<file path="src/rtl/byte_prog_pkg.sv">
package byte_prog_pkg;

    localparam logic [7:0] ERASED_BYTE = 8'hFF;

    typedef logic [31:0] word_t;

    typedef enum logic [1:0] {
        PH_IDLE  = 2'd0,
        PH_ERASE = 2'd1,
        PH_WRITE = 2'd2
    } phase_e;

    function automatic logic word_blank(input word_t w);
        return (w == {4{ERASED_BYTE}});
    endfunction

    function automatic word_t merge_byte(input word_t w, input logic [1:0] lane,
                                         input logic [7:0] b);
        word_t r;
        r = w;
        r[lane*8 +: 8] = b;
        return r;
    endfunction

endpackage

</file>
<file path="src/rtl/byte_prog_timer.sv">
module byte_prog_timer #(
    parameter int CW = 8
) (
    input  logic          clk,
    input  logic          rst,
    input  logic          load,
    input  logic [CW-1:0] load_val,
    output logic          at_zero
);
    logic [CW-1:0] cnt;

    always_ff @(posedge clk) begin
        if (rst)              cnt <= '0;
        else if (load)        cnt <= load_val;
        else if (cnt != '0)   cnt <= cnt - 1'b1;
    end

    assign at_zero = (cnt == '0);
endmodule

</file>
<file path="src/rtl/byte_prog_array.sv">
module byte_prog_array
    import byte_prog_pkg::*;
#(
    parameter int ADDR_W = 6
) (
    input  logic              clk,
    input  logic              rst,
    input  logic [ADDR_W-3:0] widx,
    output word_t             word_o,
    input  logic              erase_i,
    input  logic              prog_i,
    input  word_t             prog_word,
    input  logic [ADDR_W-1:0] rd_addr,
    output logic [7:0]        rd_data
);
    localparam int BYTES = 2 ** ADDR_W;

    logic [7:0] mem [BYTES];

    always_ff @(posedge clk) begin
        if (rst) begin
            for (int i = 0; i < BYTES; i++) mem[i] <= ERASED_BYTE;
        end else if (erase_i) begin
            for (int b = 0; b < 4; b++) mem[{widx, 2'(b)}] <= ERASED_BYTE;
        end else if (prog_i) begin
            for (int b = 0; b < 4; b++) mem[{widx, 2'(b)}] <= prog_word[b*8 +: 8];
        end
    end

    always_comb begin
        for (int b = 0; b < 4; b++) word_o[b*8 +: 8] = mem[{widx, 2'(b)}];
    end

    assign rd_data = mem[rd_addr];

    assert_erase_blank_R5: assert property (@(posedge clk) disable iff (rst)
        (erase_i && $stable(widx)) |=> word_blank(word_o));
endmodule

</file>
<file path="src/rtl/byte_prog_ctrl.sv">
module byte_prog_ctrl
    import byte_prog_pkg::*;
#(
    parameter int ADDR_W    = 6,
    parameter int ERASE_CYC = 8,
    parameter int WRITE_CYC = 4
) (
    input  logic              clk,
    input  logic              rst,
    input  logic              wr_en,
    input  logic [ADDR_W-1:0] wr_addr,
    input  logic [7:0]        wr_data,
    input  logic              fix_time,
    input  logic              stat_rd,
    input  word_t             arr_word,
    output logic [ADDR_W-3:0] arr_widx,
    output logic              arr_erase,
    output logic              arr_prog,
    output word_t             arr_prog_word,
    output logic              busy,
    output logic              done,
    output logic              err_busy
);
    localparam int TOTAL = ERASE_CYC + WRITE_CYC;
    localparam int CW    = $clog2(TOTAL + 1);

    typedef struct packed {
        logic [ADDR_W-3:0] widx;
        logic [1:0]        lane;
        logic [7:0]        data;
        word_t             saved;
    } job_t;

    phase_e        phase;
    job_t          job;
    logic          accept, at_zero, t_load;
    logic [CW-1:0] t_val;
    logic          need_erase;

    assign busy       = (phase != PH_IDLE);
    assign accept     = (phase == PH_IDLE) && wr_en;
    assign arr_widx   = busy ? job.widx : wr_addr[ADDR_W-1:2];
    assign need_erase = fix_time || !word_blank(arr_word);

    always_comb begin
        t_load = 1'b0;
        t_val  = '0;
        if (accept) begin
            t_load = 1'b1;
            t_val  = need_erase ? CW'(ERASE_CYC - 1) : CW'(WRITE_CYC - 1);
        end else if (phase == PH_ERASE && at_zero) begin
            t_load = 1'b1;
            t_val  = CW'(WRITE_CYC - 1);
        end
    end

    byte_prog_timer #(.CW(CW)) u_timer (
        .clk(clk), .rst(rst), .load(t_load), .load_val(t_val), .at_zero(at_zero)
    );

    assign arr_erase     = (phase == PH_ERASE) && at_zero;
    assign arr_prog      = (phase == PH_WRITE) && at_zero;
    assign arr_prog_word = merge_byte(job.saved, job.lane, job.data);

    always_ff @(posedge clk) begin
        if (rst) begin
            phase    <= PH_IDLE;
            job      <= '0;
            done     <= 1'b0;
            err_busy <= 1'b0;
        end else begin
            if (stat_rd) begin
                done     <= 1'b0;
                err_busy <= 1'b0;
            end
            if (busy && wr_en) err_busy <= 1'b1;
            unique case (phase)
                PH_IDLE: if (accept) begin
                    job.widx  <= wr_addr[ADDR_W-1:2];
                    job.lane  <= wr_addr[1:0];
                    job.data  <= wr_data;
                    job.saved <= arr_word;
                    done      <= 1'b0;
                    phase     <= need_erase ? PH_ERASE : PH_WRITE;
                end
                PH_ERASE: if (at_zero) phase <= PH_WRITE;
                PH_WRITE: if (at_zero) begin
                    phase <= PH_IDLE;
                    done  <= 1'b1;
                end
                default: phase <= PH_IDLE;
            endcase
        end
    end

    // run-length watch for the busy window
    logic [CW:0] run_len;
    always_ff @(posedge clk) begin
        if (rst)       run_len <= '0;
        else if (busy) run_len <= run_len + 1'b1;
        else           run_len <= '0;
    end

    assert_busy_bounded_R3: assert property (@(posedge clk) disable iff (rst)
        run_len <= (CW+1)'(TOTAL));
    assert_fast_path_R2: assert property (@(posedge clk) disable iff (rst)
        (accept && !fix_time && word_blank(arr_word)) |=> (phase == PH_WRITE));
    assert_fix_erase_R4: assert property (@(posedge clk) disable iff (rst)
        (accept && fix_time) |=> (phase == PH_ERASE));
    assert_reject_flag_R9: assert property (@(posedge clk) disable iff (rst)
        (busy && wr_en) |=> err_busy);
    assert_done_idle_R8: assert property (@(posedge clk) disable iff (rst)
        done |-> !busy);
    assert_done_on_end_R8: assert property (@(posedge clk) disable iff (rst)
        $fell(busy) |-> done);
endmodule

</file>
<file path="src/rtl/byte_prog_top.sv">
module byte_prog_top
    import byte_prog_pkg::*;
#(
    parameter int ADDR_W    = 6,
    parameter int ERASE_CYC = 8,
    parameter int WRITE_CYC = 4
) (
    input  logic              clk,
    input  logic              rst,
    input  logic              wr_en,
    input  logic [ADDR_W-1:0] wr_addr,
    input  logic [7:0]        wr_data,
    input  logic              fix_time,
    input  logic              stat_rd,
    input  logic [ADDR_W-1:0] rd_addr,
    output logic [7:0]        rd_data,
    output logic              busy,
    output logic              done,
    output logic              err_busy,
    output logic              irq
);
    word_t             arr_word, prog_word;
    logic [ADDR_W-3:0] widx;
    logic              erase_s, prog_s;

    byte_prog_ctrl #(.ADDR_W(ADDR_W), .ERASE_CYC(ERASE_CYC), .WRITE_CYC(WRITE_CYC)) u_ctrl (
        .clk(clk), .rst(rst), .wr_en(wr_en), .wr_addr(wr_addr), .wr_data(wr_data),
        .fix_time(fix_time), .stat_rd(stat_rd), .arr_word(arr_word),
        .arr_widx(widx), .arr_erase(erase_s), .arr_prog(prog_s),
        .arr_prog_word(prog_word), .busy(busy), .done(done), .err_busy(err_busy)
    );

    byte_prog_array #(.ADDR_W(ADDR_W)) u_array (
        .clk(clk), .rst(rst), .widx(widx), .word_o(arr_word), .erase_i(erase_s),
        .prog_i(prog_s), .prog_word(prog_word), .rd_addr(rd_addr), .rd_data(rd_data)
    );

    assign irq = done;
endmodule

</file>
<file path="config.mk">
export PLATFORM = sky130hd
export DESIGN_NAME = byte_prog_top
export DESIGN_NICKNAME = d
export VERILOG_FILES = /design/src/rtl/byte_prog_pkg.sv /design/src/rtl/byte_prog_timer.sv /design/src/rtl/byte_prog_array.sv /design/src/rtl/byte_prog_ctrl.sv /design/src/rtl/byte_prog_top.sv
export SDC_FILE = /design/constraint.sdc
export NUM_CORES = 1
export LEC_CHECK = 0
export BUFFER_PORTS_ARGS = -buffer_cell sky130_fd_sc_hd__buf_4
export CAP_MARGIN = 20
export CORE_AREA = 4 4 234 259
export DETAILED_ROUTE_END_ITERATION = 12
export DIE_AREA = 0 0 238 263
export GPL_TIMING_DRIVEN = 1
export PLACE_DENSITY_LB_ADDON = 0.25
export REMOVE_ABC_BUFFERS = 1
export SLEW_MARGIN = 20
export SYNTH_ARGS = -nofsm -noshare
export SYNTH_HDL_FRONTEND = slang
export SYNTH_HIERARCHICAL = 1
export SYNTH_SLANG_ARGS = --single-unit
</file>
<file path="constraint.sdc">
create_clock -name clk -period 5.6 [get_ports clk]
set_input_delay 0 -clock clk [delete_from_list [all_inputs] [get_ports clk]]
set_output_delay 0 -clock clk [all_outputs]
set_load 0.02 [all_outputs]
</file>
==> impl_metrics.ini <==
[yosys]
netlist_area_sq_um = 28700
synth_seq_cells = 566
yosysWarnings = 6
ys_types = 66
synthCells = 2080
synth-edff-count = 512
ys_seq_area_share_pct = 57.4
post_synth.cell_area_avg_sq_um = 13.8
yosys_most_used_dff = edfxtp_1
ys_async_sr_fraction_pct = 0

[finish]
mostFrequentLayoutCells = nand2_1, edfxtp_1, mux4_2
nets = 2107
syn_to_final_growth_pct = 11.4
post-route-util_pct = 55.0
layout_commonest_cell = nand2_1
nFillCells = 4569
drive_above_1_share_pct = 26.4
final_cells = 2886

[sta]
hold_violations = 0
finalCriticalPeriod_ns = 4.09
finalCritPeriodShare_pct = 73.0
tns_ns = 0
drv_slew = 0
fmaxAchievable_mhz = 245
rsz0062_at_grt = no
setup_violations = 0
tightest_slew_ns = 1.18
finClkSkew_ns = 0.0147
whs_ns = 0.192
relSlewSlack_pct = 21.3

[global_route]
grt_usage_pct = 29.2
busiest_layer = met2
grt_pass1_wl_mm = 134
grt_pass1_vias = 19300
use_met1_pct = 39.6
use_met2_pct = 45.0
grt_use_met3_pct = 6.62
grt_max_degree = 109
antenna_found_initial = 2
gr-total-overflow = 0

[detailed_routing]
wire_per_inst_um = 32.0
detail-route-antenna-nets = 0
via_per_inst = 6.69
first_pass_iters = 5
vias = 19300
drcViolationCount = 0
drt-initial-drc-count = 2918
drt_wl_total_mm = 92.4

[clock_network]
root_buffer = clkbuf_16
ctsHtreeMaxLevel = 2
post-cts-setup-buffer-count = 0
insertion_delay_ns = 0.63
numCtsBuffers = 58
cts_tree = done
numClockSinks = 566
clkTransAtPathRegs_ns = 0.06
clockBufferDepth = 3

[critical_path]
crit_fanout = 108
arrival_ns = 4.56
crit_buf_inv = 1
cpMaxStageDelayCell = mux2_8
cp.required_ns = 6.07
path_cells = nor2_4, mux2_8, buf_4, mux4_2, mux4_2, nand4_1, nor3_1, nand2_1, o21a_1, nor2b_1, nor3_1
cpPeakStageDelay_ns = 0.83
cp-end-kind = flop
cp-start-kind = flop
cpLargestDelayFamily = multiplexers
worstSetupPathType = reg2reg

[power_and_ir_drop]
powerDensity_nw_per_um2 = 320
leakagePower_nw = 7.99
internal_power_mw = 7.54
clkPwrFrac_pct = 39.9
ir_drop_v = 0.000227
pwr-share-comb_pct = 14.0
seqPwrFrac_pct = 46.1
power_switching_mw = 2.67
swShare_pct = 26.2

[floorplan]
initial_core_util_pct = 49.4
die_area_sq_um = 62600
die-width_um = 238
core_area_sq_um = 58100
rows = 93
io_pins = 37
die_h_um = 263

[place]
dp.cells = 2746
hpwl_mm = 55.0
io_buffer_count = 36
routabilityCongestion = 0.948

[job]
cap_violations = 0

[run_status]
status = completed

[hold_path]
hold_path.class = in2reg
-- what timing repair did --
action	4_1_cts	5_1_grt
hold endpoints to repair	22	0
resized for setup	0	0
hold buffers	27	0
-- flip-flops by register name, indices dropped and copies added, names as in the netlist --
register            cells
u_array/mem           512
u_ctrl/done             1
u_ctrl/u_timer/cnt      4
u_ctrl/err_busy         1
u_ctrl/job             46
u_ctrl/phase            2
-- synthesized netlist by cell type, types with 5 or more instances --
| cell type | count | area share [%] |
|---|---|---|
| o22ai_1 | 14 | 0.31 |
| buf_1 | 7 | 0.092 |
| buf_2 | 68 | 1.2 |
| nor2b_1 | 8 | 0.17 |
| edfxtp_1 | 512 | 54 |
| mux2_2 | 15 | 0.59 |
| dfxtp_1 | 54 | 3.8 |
| o21ai_0 | 37 | 0.65 |
| a21oi_1 | 44 | 0.77 |
| clkbuf_1 | 94 | 1.2 |
| buf_6 | 5 | 0.20 |
| nor2_1 | 53 | 0.69 |
| mux2i_1 | 16 | 0.56 |
| mux4_2 | 285 | 22 |
| a21oi_2 | 10 | 0.31 |
| nand2_1 | 667 | 8.7 |
| ha_1 | 6 | 0.26 |
| nor3_1 | 8 | 0.14 |
| a211oi_1 | 7 | 0.18 |
| buf_4 | 14 | 0.37 |
| nand4_1 | 5 | 0.11 |
| nand3_1 | 8 | 0.14 |
| or2_2 | 21 | 0.46 |
| o211ai_1 | 9 | 0.24 |
| o221ai_1 | 8 | 0.24 |
| inv_1 | 42 | 0.55 |
-- layer usage --
layer,vias to the layer above,wire [um]
li1,7795,-
met1,9701,32400
met2,1499,42200
met3,318,11900
met4,0,5890
met5,-,0
-- layout make-up --
| cell class | instances | area [sq um] | area share (%) |
|---|---|---|---|
| Antenna cell | 1 | 2.50 | 0.00783 |
| Clock buffer | 78 | 1560 | 4.87 |
| Clock inverter | 31 | 433 | 1.35 |
| Inverter | 42 | 158 | 0.493 |
| Multi-Input combinational cell | 1281 | 11300 | 35.5 |
| Sequential cell | 566 | 16500 | 51.5 |
| Tap cell | 760 | 951 | 2.98 |
| Timing Repair Buffer | 127 | 1060 | 3.33 |
-- power groups by stage --
| stage | clock network, mW | registers [mW] | logic, mW |
|---|---|---|---|
| CTS | 4.12 | 4.71 | 1.40 |
| global route | 4.30 | 4.71 | 1.50 |
| detailed placement | 0 | 4.80 | 1.38 |
| finish | 4.08 | 4.71 | 1.43 |
| floorplan | 0 | 4.78 | 0.834 |
| global placement | 0 | 4.79 | 1.35 |
-- metrics by stage --
stage	total power, mW	instance area, sq um	worst slack (ns)
2_1_floorplan	5.62	27800	-1.00
3_3_place_gp	6.14	29600	1.75
3_5_place_dp	6.18	29600	1.65
4_1_cts	10.2	31900	1.63
5_1_grt	10.5	32000	1.38
6_report	10.2	32000	1.51
-- final timing paths --
| kind | cells past startpoint | start | to | slack, ns |
|---|---|---|---|---|
| max reg2reg | 11 | u_ctrl/phase[1] | u_ctrl/u_timer/cnt[2] | 1.51 |
| min | 4 | wr_addr[1] | u_ctrl/job[41] | 0.19 |
| max | 11 | u_ctrl/phase[1] | u_ctrl/u_timer/cnt[2] | 1.51 |
| min reg2reg | 2 | u_ctrl/job[23] | u_ctrl/job[23] | 0.46 |
-- worst register-to-register path, stage by stage (launching register included) --
cell	delay (ns)
dfxtp_1	0.37
nor2_4	0.28
mux2_8	0.83
buf_4	0.56
mux4_2	0.29
mux4_2	0.29
nand4_1	0.23
nor3_1	0.52
nand2_1	0.16
o21a_1	0.21
nor2b_1	0.13
nor3_1	0.07
-- cell families (layout without fill, tap and decap cells) --
| logic type | Yosys count | after routing | share of synthesized area [%] |
|---|---|---|---|
| AO/OA/AOI/OAI | 154 | 154 | 3.46 |
| XOR/XNOR | 2 | 2 | 0.0611 |
| adder cells (fa/ha/maj) | 6 | 6 | 0.262 |
| buffers and inverters | 233 | 278 | 3.76 |
| flip-flops | 566 | 566 | 57.4 |
| multiplexers | 319 | 319 | 23.8 |
| other | 1 | 2 | 0.0131 |
| AND/OR/NAND/NOR | 799 | 799 | 11.3 |
Note: power is estimated with default switching activity, not from simulation.
